## src/rtl/flow_seq_pkg.sv

```systemverilog
package flow_seq_pkg;
  typedef enum logic [1:0] {
    CMD_JMP  = 2'd0,
    CMD_CALL = 2'd1,
    CMD_RET  = 2'd2,
    CMD_RST  = 2'd3
  } flow_cmd_e;

  localparam logic [3:0] ST_BR_TAKEN  = 4'd11;
  localparam logic [3:0] ST_BR_SKIP   = 4'd9;
  localparam logic [3:0] ST_RET_TAKEN = 4'd5;
  localparam logic [3:0] ST_RET_SKIP  = 4'd3;
  localparam logic [3:0] ST_RESTART   = 4'd5;
endpackage

```

## src/rtl/flow_cond_eval.sv

```systemverilog
module flow_cond_eval (
  input  logic       en_i,
  input  logic [1:0] sel_i,
  input  logic       pol_i,
  input  logic [3:0] flags_i,
  output logic       take_o
);
  logic flag_sel;
  assign flag_sel = flags_i[sel_i];
  assign take_o   = !en_i || (flag_sel == pol_i);
endmodule

```

## src/rtl/flow_ret_stack.sv

```systemverilog
module flow_ret_stack #(
  parameter int AW    = 14,
  parameter int DEPTH = 8
) (
  input  logic          clk_i,
  input  logic          rst_ni,
  input  logic          push_i,
  input  logic          pop_i,
  input  logic [AW-1:0] push_addr_i,
  output logic [AW-1:0] top_o
);
  localparam int PTR_W = $clog2(DEPTH);

  logic [PTR_W-1:0] sp_q;
  logic [PTR_W-1:0] sp_dec;
  logic [AW-1:0]    mem_q [DEPTH];

  // power-of-two depth: wrap is the natural overflow of the pointer
  assign sp_dec = sp_q - PTR_W'(1);
  assign top_o  = mem_q[sp_dec];

  always_ff @(posedge clk_i or negedge rst_ni) begin
    if (!rst_ni)     sp_q <= '0;
    else if (push_i) sp_q <= sp_q + PTR_W'(1);
    else if (pop_i)  sp_q <= sp_dec;
  end

  // contents deliberately not reset
  always_ff @(posedge clk_i) begin
    if (push_i) mem_q[sp_q] <= push_addr_i;
  end
endmodule

```

## src/rtl/flow_seq.sv

```systemverilog
module flow_seq #(
  parameter int AW    = 14,
  parameter int DEPTH = 8
) (
  input  logic          clk_i,
  input  logic          rst_ni,
  input  logic          cmd_valid_i,
  input  logic [1:0]    cmd_i,
  input  logic          cond_en_i,
  input  logic [1:0]    cond_sel_i,
  input  logic          cond_pol_i,
  input  logic [7:0]    lo_i,
  input  logic [7:0]    hi_i,
  input  logic [2:0]    rst_vec_i,
  input  logic [3:0]    flags_i,
  output logic [AW-1:0] pc_o,
  output logic          done_o,
  output logic [3:0]    states_o,
  output logic          taken_o
);
  import flow_seq_pkg::*;

  localparam logic [AW-1:0] ONE   = AW'(1);
  localparam logic [AW-1:0] THREE = AW'(3);

  flow_cmd_e     cmd;
  logic          take;
  logic          push, pop;
  logic [AW-1:0] push_addr, top;
  logic [AW-1:0] pc_q, pc_d, pc_p1, pc_p3, target, vector;
  logic [3:0]    states_d, states_q;
  logic          taken_d, taken_q, done_q;

  assign cmd    = flow_cmd_e'(cmd_i);
  assign pc_p1  = pc_q + ONE;
  assign pc_p3  = pc_q + THREE;
  assign target = AW'({hi_i, lo_i});
  assign vector = AW'({rst_vec_i, 3'b000});

  flow_cond_eval u_cond (
    .en_i   (cond_en_i),
    .sel_i  (cond_sel_i),
    .pol_i  (cond_pol_i),
    .flags_i(flags_i),
    .take_o (take)
  );

  flow_ret_stack #(.AW(AW), .DEPTH(DEPTH)) u_stack (
    .clk_i      (clk_i),
    .rst_ni     (rst_ni),
    .push_i     (push),
    .pop_i      (pop),
    .push_addr_i(push_addr),
    .top_o      (top)
  );

  always_comb begin
    pc_d      = pc_q;
    push      = 1'b0;
    pop       = 1'b0;
    push_addr = pc_p3;
    states_d  = ST_BR_SKIP;
    taken_d   = take;
    if (cmd_valid_i) begin
      unique case (cmd)
        CMD_JMP: begin
          pc_d     = take ? target : pc_p3;
          states_d = take ? ST_BR_TAKEN : ST_BR_SKIP;
        end
        CMD_CALL: begin
          push     = take;
          pc_d     = take ? target : pc_p3;
          states_d = take ? ST_BR_TAKEN : ST_BR_SKIP;
        end
        CMD_RET: begin
          pop      = take;
          pc_d     = take ? top : pc_p1;
          states_d = take ? ST_RET_TAKEN : ST_RET_SKIP;
        end
        CMD_RST: begin
          push      = 1'b1;
          push_addr = pc_p1;
          pc_d      = vector;
          states_d  = ST_RESTART;
          taken_d   = 1'b1;
        end
        default: ;
      endcase
    end
  end

  always_ff @(posedge clk_i or negedge rst_ni) begin
    if (!rst_ni) begin
      pc_q     <= '0;
      done_q   <= 1'b0;
      states_q <= '0;
      taken_q  <= 1'b0;
    end else begin
      pc_q   <= pc_d;
      done_q <= cmd_valid_i;
      if (cmd_valid_i) begin
        states_q <= states_d;
        taken_q  <= taken_d;
      end
    end
  end

  assign pc_o     = pc_q;
  assign done_o   = done_q;
  assign states_o = states_q;
  assign taken_o  = taken_q;
endmodule

```

## config.mk

```make
export PLATFORM = sky130hd
export DESIGN_NAME = flow_seq
export DESIGN_NICKNAME = d
export VERILOG_FILES = /design/src/rtl/flow_seq_pkg.sv /design/src/rtl/flow_cond_eval.sv /design/src/rtl/flow_ret_stack.sv /design/src/rtl/flow_seq.sv
export SDC_FILE = /design/constraint.sdc
export NUM_CORES = 1
export LEC_CHECK = 0
export ABC_AREA = 1
export BUFFER_PORTS_ARGS = -buffer_cell sky130_fd_sc_hd__buf_2
export CAP_MARGIN = 20
export CORE_ASPECT_RATIO = 1.2
export CORE_MARGIN = 4
export CORE_UTILIZATION = 62
export CTS_CLUSTER_DIAMETER = 50
export CTS_CLUSTER_SIZE = 10
export DETAILED_ROUTE_END_ITERATION = 12
export PLACE_DENSITY = 0.85
export SLEW_MARGIN = 20
export SYNTH_ARGS = -nofsm -noshare
export SYNTH_HDL_FRONTEND = slang
export SYNTH_HIERARCHICAL = 1
export SYNTH_SLANG_ARGS = --single-unit
```

## constraint.sdc

```tcl
create_clock -name clk_i -period 3.8 [get_ports clk_i]
set_input_delay 0.76 -clock clk_i [delete_from_list [all_inputs] [get_ports clk_i]]
set_output_delay 0.76 -clock clk_i [all_outputs]
set_load 0.005 [all_outputs]
```

# == Word level (Yosys, flattened, before mapping) ==
# Memory sizes are Yosys's and may differ from the RTL's.
# Cells that the tools add are included.
# totals
output_inout_bits,20
ramBits,112
elab_cells,39
inputBits,32
ff_bits,23
n_memories,1
# memory_table
name,words,width,rd,rd_clocked_by_memory_dff,wr,line_no,text
u_stack.mem_q,8,14,1,0,1,flow_ret_stack.sv:16,logic [AW-1:0] mem_q [DEPTH];
# classes
magnitude_cmp,1
eq_ne,4
reduce_logical,5
n_addsub,4
mux,19
# ops
op,n
2-to-1 mux 14 bit,4
case mux 14 bit (3 select lines),1
adder 14 x 1 -> 14 bit (second input constant),1
adder 14 x 2 -> 14 bit (second input constant),1
case mux 4 bit (3 select lines),1
2-to-1 mux 3 bit,3
2-to-1 mux 1 bit,7
equality test 2 bit (second input constant),2
adder 3 x 1 -> 3 bit (second input constant),1
less-than comparator 2 x 3 -> 1 bit (second input constant),1
subtractor 3 x 1 -> 3 bit (second input constant),1
binary-select mux 1 bit (select 2 bit),1
equality test 2 x 1 -> 1 bit (second input constant),1
zero test 2 bit,1
2-to-1 mux 2 bit,1
case mux 1 bit (2 select lines),1
nonzero test 2 bit,1
OR reduction 2 bit,1
equality test 1 bit,1
zero test 1 bit,1
logical OR 1 bit,1

# == Longest topological paths before layout ==
# Gate-level depths: netlist of run 1.
# depth
ltp_word,8
depth_mapped,15
depth_no_buf,14

# == By module ==
# Netlist of run 1, hierarchy kept.
# by_module_without_submodules
mod,area_each_um2,instances,cells_per_inst
flow_ret_stack,5106.1,1,520
flow_seq,1938.1,1,329
flow_cond_eval,58.8,1,13

# == Worst setup path after synthesis of run 1 ==
# OpenSTA, ideal clock, no wires.
# synth_path
path_type,input-to-reg
start,input cond_sel_i[0]
end,"memory u_stack.mem_q[0][0], enable pin"
t_arrival_ps,2428
path_buffers,1
setup_ps,384
path_slack_ps,988
path_stages,10
path_cell_list,inv_1 nand2_1 nand3_1 nand3_1 nand3_1 nor2_1 buf_2 nor3_1 nand2_1 nor2_1
# synth_via
elab_chain_cells,8
# synth_rtl
item,line_no,text
start: declaration,flow_seq.sv:10,"input logic [1:0] cond_sel_i,"
binary-select mux 1 bit (select 2 bit),flow_cond_eval.sv:9,assign flag_sel = flags_i[sel_i];
2-to-1 mux 1 bit (implied by the code),flow_cond_eval.sv:9,
equality test 1 bit,flow_cond_eval.sv:10,assign take_o = !en_i || (flag_sel == pol_i);
logical OR 1 bit,flow_cond_eval.sv:10,
via take,flow_seq.sv:27,logic take;
case mux 1 bit (2 select lines),flow_seq.sv:65,unique case (cmd)
2-to-1 mux 1 bit,flow_seq.sv:64,if (cmd_valid_i) begin
via push,flow_seq.sv:28,"logic push, pop;"
2-to-1 mux 1 bit,flow_ret_stack.sv:30,if (push_i) mem_q[sp_q] <= push_addr_i;
2-to-1 mux 1 bit (implied by the code),flow_ret_stack.sv:30,
end: declaration,flow_ret_stack.sv:16,
# The timed path passes the listed nets, and every way through them passes these cells. The select of a mux whose other input is x is not followed.

# == Worst setup path after layout of run 1 ==
# layout_path
start,register u_stack.sp_q[1]
end,"register pc_q[3], in the netlist pc_o[3]"
# layout_via
elab_chain_cells,4
# layout_rtl
item,line_no,text
start: declaration,flow_ret_stack.sv:14,logic [PTR_W-1:0] sp_q;
start signal: assignment,flow_ret_stack.sv:24,else if (push_i) sp_q <= sp_q + PTR_W'(1);
start signal: assignment,flow_ret_stack.sv:25,else if (pop_i) sp_q <= sp_dec;
subtractor 3 x 1 -> 3 bit,flow_ret_stack.sv:19,assign sp_dec = sp_q - PTR_W'(1);
memory (8 x 14 bit),--,
via top[3],flow_seq.sv:29,"logic [AW-1:0] push_addr, top;"
2-to-1 mux 14 bit,flow_seq.sv:77,pc_d = take ? top : pc_p1;
case mux 14 bit (3 select lines),flow_seq.sv:65,
end signal: assignment,flow_seq.sv:99,pc_q <= pc_d;
end: declaration,flow_seq.sv:30,"logic [AW-1:0] pc_q, pc_d, pc_p1, pc_p3, target, vector;"
# The timed path passes the listed nets, and every way through them passes these cells.
# A chain may end at the register's enable or synchronous reset.

==> impl_metrics.ini, run 1 <==
[yosys]
synth_compound_area_share_pct = 2.15
synth_xor_area_share_pct = 2.20
synth_top_family_by_area = simple AND/OR/NAND/NOR gates
synthesis.area_mm2 = 0.00710
synth_fp_nets = 898
synth_cell_types = 36
synth_fa_ha_area_share_pct = 0.705
yosys_warnings = 6
synth_mux_area_share_pct = 0
syn_inst = 862
synth_area_per_cell_um2 = 8.24
ys_seq_elements = 135
ys_seq_area_share_pct = 55.5
synthSimpleGateAreaFrac_pct = 28.7

[clock_tree]
postCtsHoldBufs = 0
cts_tree = built
clockRootBuffer = clkbuf_16
cts.clk_slew.worst_paths_ns = 0.06
cts_buffer_depth = 2
clock-sinks = 135
post_cts_buffers = 0
cts.repair.resized = 0
insertion_delay_ns = 0.41
cts_made_buffers = 17
cts.htree.levels = 4

[power]
p_sw_share_pct = 40.5
share_comb_of_total_power_pct = 40.4
seq_power_share_pct = 33.8
peakVddDrop_mv = 0.577
power_density_mw_per_mm2 = 723
power.switching_uw = 2370
pwr-share-clk_pct = 25.7
internal_power_uw = 3470
p_leak_uw = 0.00403

[routing]
via_count = 5729
drt_wl_total_um = 16500
drt_pass1_iterations = 6
wl_per_cell_um = 15.2
viasPerCell = 5.28
detail-route-antenna-nets = 0
first_iter_violations = 656
drc = 0

[timing]
drv_slew = 0
worst_slack_ns = 1.16
fin_skew_ns = 0.00797
setup-tns-final_ns = 0
fmax_mhz = 379
hold_viol_final = 0
rsz0062_at_grt = no
finalSetupViolations = 0
post-route-min-period_ns = 2.64
tightest_slew_ns = 0.849
holdWs_ns = 0.321
slew_headroom_pct = 42.8
period_share_pct = 69.5

[floorplan]
coreArea_mm2 = 0.0111
die-area_mm2 = 0.0132
rows = 42
die_height_um = 125
initial_core_util_pct = 63.8
pin_count = 52
dieWidth_um = 106

[setup_path]
worstPathArrival_ns = 2.98
critical-path-max-stage-delay_ns = 0.42
end_kind = register
critPathKind = reg2reg
required_ns = 4.14
cp_slowest_cell = dfrtp_1
cp-start-kind = register
cp_cell_sequence = inv_1 > ha_1 > buf_4 > inv_1 > buf_4 > nand3_1 > nand2_1 > nand2_1 > nand2_1 > nand2_1 > nand2_1 > o21bai_1 > nor2_1 > nor2_1
crit_top_cell = nand2_1
crit_fanout = 29

[cells_and_area]
num-fill-cells = 769
num_antenna_cells = 0
drive_gt1_share_pct = 12.1
syn_to_final_growth_pct = 13.7
fin_util_pct = 72.5
final_cell_mix = 343 x nand2_1, 158 x inv_1, 112 x edfxtp_1, 88 x nand3_1, 49 x buf_2
final_common_cell = nand2_1
fin_nets = 955
stdcell_count = 1086

[place]
place_ws_ns = 0.883
dp_cells = 1054
post-dp-hpwl_um = 10400
globalplace.congestion = 0.849
port_buffers = 49

[global_route]
grt_pass1_vias = 5574
grt_antenna_before_repair = 0
use_met3_pct = 4.38
grt_pass1_wl_um = 26200
globalRouteOverflowTotal = 0
grtUsageTotal_pct = 25.5
gr-max-usage-layer = met2
globalRouteMet2Util_pct = 44.4
grt_max_degree = 59
met1_usage_pct = 30.2

[flow_run]
cap_violations = 0

[worst_hold_path]
hold_path.class = in2async

[status]
status = completed
==> power groups by stage <==
stage                     logic [uW]  clock network, uW  registers [uW]
final                           2360               1500            1980
after global routing            2570               1580            1990
after CTS                       2310               1510            1970
after detailed placement        2250                  0            2000
after global placement          2190                  0            1990
after floorplan                 1640                  0            1980
==> worst paths after layout <==
kind	from	endpoint	slack [ns]	cells after the start
worst max-delay path	u_stack/sp_q[1]	pc_o[3]	1.16	14
worst min-delay path	rst_ni	pc_o[8]	0.32	1
worst max register to register	u_stack/sp_q[1]	pc_o[3]	1.16	14
worst min register to register	states_o[0]	states_o[0]	0.47	1
max in group asynchronous	rst_ni	u_stack/sp_q[0]	3.12	1
min in group clk_i	states_o[0]	states_o[0]	0.47	1
==> worst max-delay path, delay by kind of cell, from the launching register on <==
kind / cells / cell delay [ns]
adder cells (fa/ha/maj): 1 / 0.28
AO/OA/AOI/OAI: 1 / 0.11
AND/OR/NAND/NOR: 8 / 0.69
buffers and inverters: 4 / 1.08
flip-flops: 1 / 0.42
==> synthesized netlist by cell type <==
cell type	count	area, um^2
nand3_2	1	10.0
a22o_1	1	8.76
a211o_1	1	8.76
xnor2_2	1	16.3
a31oi_1	6	37.5
o21ai_2	1	8.76
edfxtp_1	112	3360
buf_6	1	11.3
nor2_8	1	20.0
nand2_4	2	22.5
nor3_2	1	10.0
o21ai_1	2	10.0
dfrtp_1	23	576
nor2_4	2	22.5
nor2_2	3	18.8
clkbuf_1	8	30.0
nand3_1	88	440
nand2_2	2	12.5
or2_2	1	6.26
inv_2	1	3.75
buf_2	17	85.1
ha_1	4	50.1
xnor2_1	4	35.0
clkinv_1	1	3.75
nor2_1	38	143
o21ai_0	5	25.0
nand4_1	6	37.5
a32oi_1	1	8.76
xor2_1	12	105
buf_4	5	37.5
o21bai_1	1	7.51
nor3_1	2	10.0
nand2_1	343	1290
o211ai_1	1	7.51
a21oi_1	6	30.0
inv_1	158	593
==> stage by stage <==
| step | cell area (um^2) | total power [uW] |
|---|---|---|
| after floorplan | 7100 | 3610 |
| after global placement | 7530 | 4180 |
| after detailed placement | 7530 | 4250 |
| after CTS | 8080 | 5780 |
| after global routing | 8080 | 6140 |
| final | 8080 | 5840 |
==> cell type report <==
class	count	area, um^2	share of cell area, %
Clock buffer	25	507	6.27
Clock inverter	7	43.8	0.542
Inverter	160	601	7.43
Multi-Input combinational cell	536	2400	29.7
Sequential cell	135	3940	48.8
Tap cell	154	193	2.39
Timing Repair Buffer	69	395	4.89
==> metal layers <==
layer / wire length, um / part of all wire (%)
met5: 0 / 0
met4: 569 / 3.4
met3: 1380 / 8.3
met2: 8520 / 52
met1: 6070 / 37
==> flip-flops by register name, summed over array words and instances, names as in the netlist <==
| register | count |
|---|---|
| u_stack/mem_q | 112 |
| u_stack/sp_q | 3 |
| states_o | 4 |
| done_o | 1 |
| pc_o | 14 |
| taken_o | 1 |
==> kinds of logic (layout without fill, tap and decap cells) <==
| logic type | after synthesis | in the layout |
|---|---|---|
| buf+inv | 191 | 261 |
| fa+ha+maj | 4 | 4 |
| simple gates | 490 | 490 |
| compound gates | 25 | 25 |
| xor+xnor | 17 | 17 |
| flops | 135 | 135 |
No activity file was read; power rests on OpenSTA's default activity.
==> run 2, diff against run 1 <==
--- a/config.mk
+++ b/config.mk
@@ -5,16 +5,16 @@
 export SDC_FILE = /design/constraint.sdc
 export NUM_CORES = 1
 export LEC_CHECK = 0
-export ABC_AREA = 1
+export ABC_AREA = 0
 export BUFFER_PORTS_ARGS = -buffer_cell sky130_fd_sc_hd__buf_2
 export CAP_MARGIN = 20
 export CORE_ASPECT_RATIO = 1.2
 export CORE_MARGIN = 4
-export CORE_UTILIZATION = 62
+export CORE_UTILIZATION = 54
 export CTS_CLUSTER_DIAMETER = 50
 export CTS_CLUSTER_SIZE = 10
 export DETAILED_ROUTE_END_ITERATION = 12
-export PLACE_DENSITY = 0.85
+export PLACE_DENSITY = 0.79
 export SLEW_MARGIN = 20
 export SYNTH_ARGS = -nofsm -noshare
 export SYNTH_HDL_FRONTEND = slang
==> constraint.sdc (replaced) <==
create_clock -name clk_i -period 2.3 [get_ports clk_i]
set_input_delay 0.46 -clock clk_i [delete_from_list [all_inputs] [get_ports clk_i]]
set_output_delay 0.46 -clock clk_i [all_outputs]
set_load 0.005 [all_outputs]
==> impl_metrics.ini, run 2 <==
[status]
status = completed

[setup_path]
end_kind = register
reg2reg_slack_ns = 0.08
worstPathArrival_ns = 2.50
critPathKind = reg2reg
worst_r2r_endpoint = pc_o[11]
crit_fanout = 14
cp-start-kind = register
r2r-start = u_stack/sp_q[1]
required_ns = 2.58
worstRegToRegCells = 9

[cells_and_area]
fin_util_pct = 68.8
drive_gt1_share_pct = 31.9
regMostFlops = u_stack/mem_q
syn_to_final_growth_pct = 25.6
fin_nets = 665
largest_reg_flops = 112
num_antenna_cells = 0
stdcell_count = 803
final_cell_mix = 112 x edfxtp_1, 64 x nand3_1, 63 x buf_4, 55 x mux2i_1, 49 x buf_2
final_common_cell = edfxtp_1

[global_route]
grtUsageTotal_pct = 24.0
globalRouteOverflowTotal = 0
globalRouteMet2Util_pct = 41.5
grt_pass1_vias = 4905
grt_pass1_wl_um = 25300
grt_max_degree = 32
grt_antenna_before_repair = 0
gr-max-usage-layer = met2
met1_usage_pct = 28.7
use_met3_pct = 4.68

[place]
port_buffers = 49
dp_cells = 762
globalplace.congestion = 0.920
place_ws_ns = -0.157
post-dp-hpwl_um = 10800

[floorplan]
pin_count = 52
initial_core_util_pct = 54.8
coreArea_mm2 = 0.0121
dieWidth_um = 109
die_height_um = 129
die-area_mm2 = 0.0141
rows = 44

[routing]
viasPerCell = 5.91
first_iter_violations = 359
drc = 0
wl_per_cell_um = 20.1
via_count = 4748
detail-route-antenna-nets = 0
drt_wl_total_um = 16100
drt_pass1_iterations = 5

[timing]
worst_slack_ns = 0.0778
hold_viol_final = 0
fin_skew_ns = 0.00646
fmax_mhz = 450
drv_slew = 0
holdWs_ns = 0.0373
post-route-min-period_ns = 2.22
slew_headroom_pct = 52.3
period_share_pct = 96.6
finalSetupViolations = 0
tightest_slew_ns = 0.711

[clock_tree]
cts_tree = built
cts_buffer_depth = 2
cts.clk_slew.worst_paths_ns = 0.06
clock-sinks = 135
insertion_delay_ns = 0.41
clockRootBuffer = clkbuf_16
cts.htree.levels = 4
cts_made_buffers = 17

[yosys]
synthesis.area_mm2 = 0.00661
syn_inst = 521
synth_fa_ha_area_share_pct = 0.758
synthFlopType = edfxtp_1
synthSimpleGateAreaFrac_pct = 13.6
synth_mux_area_share_pct = 9.87
synth_top_family_by_area = simple AND/OR/NAND/NOR gates
yosysMostFrequentCell = edfxtp_1
synth.area.top_cells = edfxtp_1 51%, mux2i_1 8.8%, dfrtp_1 8.7%
synth_cell_types = 64
synth_top_area_cell = edfxtp_1
synth_area_per_cell_um2 = 12.7
synth_fp_nets = 557
synth_edf_count = 112
ys_seq_area_share_pct = 59.6
synth_compound_area_share_pct = 7.39
ys_seq_elements = 135
yosysTopAreaCellShare_pct = 50.9
ys_async_sr_fraction_pct = 17.0
yosys_warnings = 6
synth_xor_area_share_pct = 4.24
synth_commonest_cells = 112 x edfxtp_1, 64 x nand3_1, 58 x mux2i_1

[power]
pwr-share-clk_pct = 23.5
power.total_uw = 11200
internal_power_uw = 7180
seq_power_share_pct = 30.0
power.switching_uw = 4010
share_comb_of_total_power_pct = 46.5
p_sw_share_pct = 35.8
p_leak_uw = 0.00315
peakVddDrop_mv = 0.706
power_density_mw_per_mm2 = 1350

[worst_hold_path]
hold_path.class = in2async

[flow_run]
cap_violations = 0
==> run 2: changes by cell type in the layout (fill, tap and decap cells not counted), sizes merged, moves of 11 or more <==
cell / previous run / this run
nand2: 347 / 33
inv: 159 / 12
mux2i: 0 / 59
buf: 69 / 126
nand3: 89 / 67
o21ai: 8 / 24
and4: 0 / 14
nor2: 44 / 30
xnor2: 5 / 16
==> run 2: power groups by stage <==
| stage | combinational, uW | sequential, uW | clock [uW] |
|---|---|---|---|
| after global placement | 4470 | 3370 | 0 |
| final | 5210 | 3350 | 2630 |
| after CTS | 4780 | 3350 | 2670 |
| after floorplan | 3300 | 3360 | 0 |
| after global routing | 5570 | 3380 | 2780 |
| after detailed placement | 4580 | 3390 | 0 |
==> run 2: routing by layer <==
metal	part of all wire (%)	wire (um)	up-vias
met5	0	0	-
met4	3.3	527	0
met3	6.0	969	45
met2	52	8330	196
met1	39	6280	2320
li1	-	-	2187
==> run 2: worst max-delay path: stages, from the launching register on <==
cell	delay, ns
dfrtp_1	0.39
inv_2	0.07
ha_4	0.28
buf_12	0.13
buf_16	0.16
mux2i_2	0.23
nand3_1	0.09
and4_1	0.22
a222oi_1	0.34
o211ai_1	0.15
==> run 2: timing repair <==
action | in CTS | in global routing
hold buffers | 0 | 0
resized for setup | 1 | 24
setup endpoints to repair | 10 | 50
pin swaps | 1 | 9
buffers inserted | 4 | 5
==> run 2: cell type report <==
cell class	count	area [um^2]
clock buffers	17	425
clock inverters	15	153
fillers	803	3760
inverters	11	41.3
multi-input cells	337	2550
flip-flops and latches	135	3940
well taps	161	201
repair buffers	127	978
==> run 2: worst max-delay path by stage <==
stage	start	to	slack (ns)	cells past startpoint
global placement	cond_sel_i[0]	u_stack/mem_q[0][12]	-0.13	10
detailed placement	cond_sel_i[0]	u_stack/mem_q[1][4]	-0.16	10
finish	u_stack/sp_q[1]	pc_o[11]	0.08	9
floorplan	cond_sel_i[0]	u_stack/mem_q[1][0]	-0.27	8
CTS	pc_o[0]	u_stack/mem_q[7][12]	0.004	7
global route	u_stack/sp_q[1]	pc_o[5]	-0.02	11
==> run 2: cell families after synthesis <==
kind of cell / after synthesis
XOR/XNOR: 29
multiplexers: 62
AND/OR/NAND/NOR: 172
buffers and inverters: 49
flip-flops: 135
AO/OA/AOI/OAI: 70
adder cells (fa/ha/maj): 4
==> run 2: per-stage QoR <==
step,TNS [ns],area [um^2]
floorplan,-11.18,6720
global placement,-6.78,7510
detailed placement,-8.98,7510
CTS,0,8140
global route,-0.0854,8290
finish,0,8290
==> run 3, diff against run 2 <==
--- a/config.mk
+++ b/config.mk
@@ -14,7 +14,7 @@
 export CTS_CLUSTER_DIAMETER = 50
 export CTS_CLUSTER_SIZE = 10
 export DETAILED_ROUTE_END_ITERATION = 12
-export PLACE_DENSITY = 0.79
+export PLACE_DENSITY = 0.76
 export SLEW_MARGIN = 20
 export SYNTH_ARGS = -nofsm -noshare
 export SYNTH_HDL_FRONTEND = slang
==> impl_metrics.ini, run 3 (same netlist as run 2, synthesis figures left out) <==
[timing]
tightest_slew_ns = 0.688
fmax_mhz = 455
slew_headroom_pct = 53.8
fin_skew_ns = 0.0143
setup-tns-final_ns = 0
hold_viol_final = 0
drv_slew = 0
post-route-min-period_ns = 2.20
finalSetupViolations = 0
period_share_pct = 95.5
worst_slack_ns = 0.103

[routing]
drc = 0
wl_per_cell_um = 20.0
detail-route-antenna-nets = 0
first_iter_violations = 507
drt_wl_total_um = 15700
drt_pass1_iterations = 6
viasPerCell = 5.98
via_count = 4683

[clock_tree]
cts_buffer_depth = 2
cts.htree.levels = 4
clockRootBuffer = clkbuf_16
clock-sinks = 135
cts.clk_slew.worst_paths_ns = 0.06
insertion_delay_ns = 0.41
cts_made_buffers = 17
cts_tree = built
postCtsHoldBufs = 0

[setup_path]
worstPathArrival_ns = 2.46
end_kind = register
cp-start-kind = register
crit_fanout = 8
critPathKind = reg2reg
required_ns = 2.56
worstRegToRegCells = 8

[power]
power_density_mw_per_mm2 = 1320
peakVddDrop_mv = 0.977
p_leak_uw = 0.00307

[cells_and_area]
design_area_mm2 = 0.00814
final_common_cell = edfxtp_1
fin_util_pct = 67.5
final_cell_mix = 112 x edfxtp_1, 64 x nand3_1, 57 x mux2i_1, 49 x buf_2, 44 x buf_4
regMostFlops = u_stack/mem_q
largest_reg_flops = 112
drive_gt1_share_pct = 27.5
syn_to_final_growth_pct = 23.2
num-fill-cells = 803
fin_nets = 645
num_antenna_cells = 0
stdcell_count = 783

[floorplan]
coreArea_mm2 = 0.0121
dieWidth_um = 109
initial_core_util_pct = 54.8
die-area_mm2 = 0.0141
pin_count = 52
rows = 44
die_height_um = 129

[worst_hold_path]
hold_path.class = in2async

[status]
status = completed

[global_route]
grt_antenna_before_repair = 0
grt_pass1_wl_um = 23800
grt_max_degree = 32
grtUsageTotal_pct = 22.7
grt_pass1_vias = 4517
globalRouteOverflowTotal = 0

[place]
place_ws_ns = -0.182
placed_cell_area_mm2 = 0.00749
post-dp-hpwl_um = 10300
globalplace.congestion = 0.936
dp_cells = 750
port_buffers = 49

[flow_run]
cap_violations = 0
[run 3: cell count changes in the layout (fill, tap and decap cells not counted), sizes merged]
cell,change
clkinvlp,-4
buf,-20
inv,+1
bufinv,+1
clkbuf,+2
[run 3: metrics by stage]
stage               power, uW  hold slack (ns)
floorplan                6660            0.164
global placement         7790            0.447
detailed placement       7900            0.446
CTS                     10600           0.0487
global route            11200           0.0688
finish                  10700           0.0477
[run 3: timing repair]
action,4_1_cts,5_1_grt
endpoints found under the hold margin,0,0
setup buffers,0,0
setup endpoints to repair,8,33
cloned,0,1
resized for setup,1,5
pin swaps,0,2
[run 3: power breakdown]
group / total [uW] / leakage, uW / internal, uW / switching [uW]
logic: 4740 / 0.00148 / 2050 / 2690
clock network: 2670 / 0.000291 / 1700 / 966
registers: 3330 / 0.00130 / 3170 / 160
[run 3: worst max-delay path: stages (launching register included)]
cell      delay (ns)
dfrtp_1         0.34
inv_1           0.08
ha_4            0.35
buf_4           0.22
mux2i_1         0.25
nand3_1         0.10
and4_1          0.21
a222oi_1        0.32
o221ai_1        0.17
[run 3: layer usage]
layer,routed length (um),global-route usage (%),vias to the layer above
met5,0,0,-
met2,7920,38.5,231
met3,1130,4.14,33
met4,425,10.4,0
met1,6180,28.3,2284
li1,-,-,2135
[run 3: final timing paths]
kind | from | end | slack (ns)
max in group asynchronous | rst_ni | states_o[2] | 1.87
min in group clk_i | hi_i[4] | pc_o[12] | 0.33
min reg2reg | states_o[0] | states_o[0] | 0.46
max reg2reg | u_stack/sp_q[1] | pc_o[12] | 0.10
max | u_stack/sp_q[1] | pc_o[12] | 0.10
min | rst_ni | pc_o[6] | 0.05
[run 3: final cells by class]
cell class	instances	area [um^2]	area share, %
Tap cell	161	201	2.48
Multi-Input combinational cell	337	2510	30.8
Timing Repair Buffer	107	861	10.6
Clock buffer	19	433	5.32
Inverter	11	41.3	0.507
Sequential cell	135	3940	48.4
Clock inverter	13	153	1.88
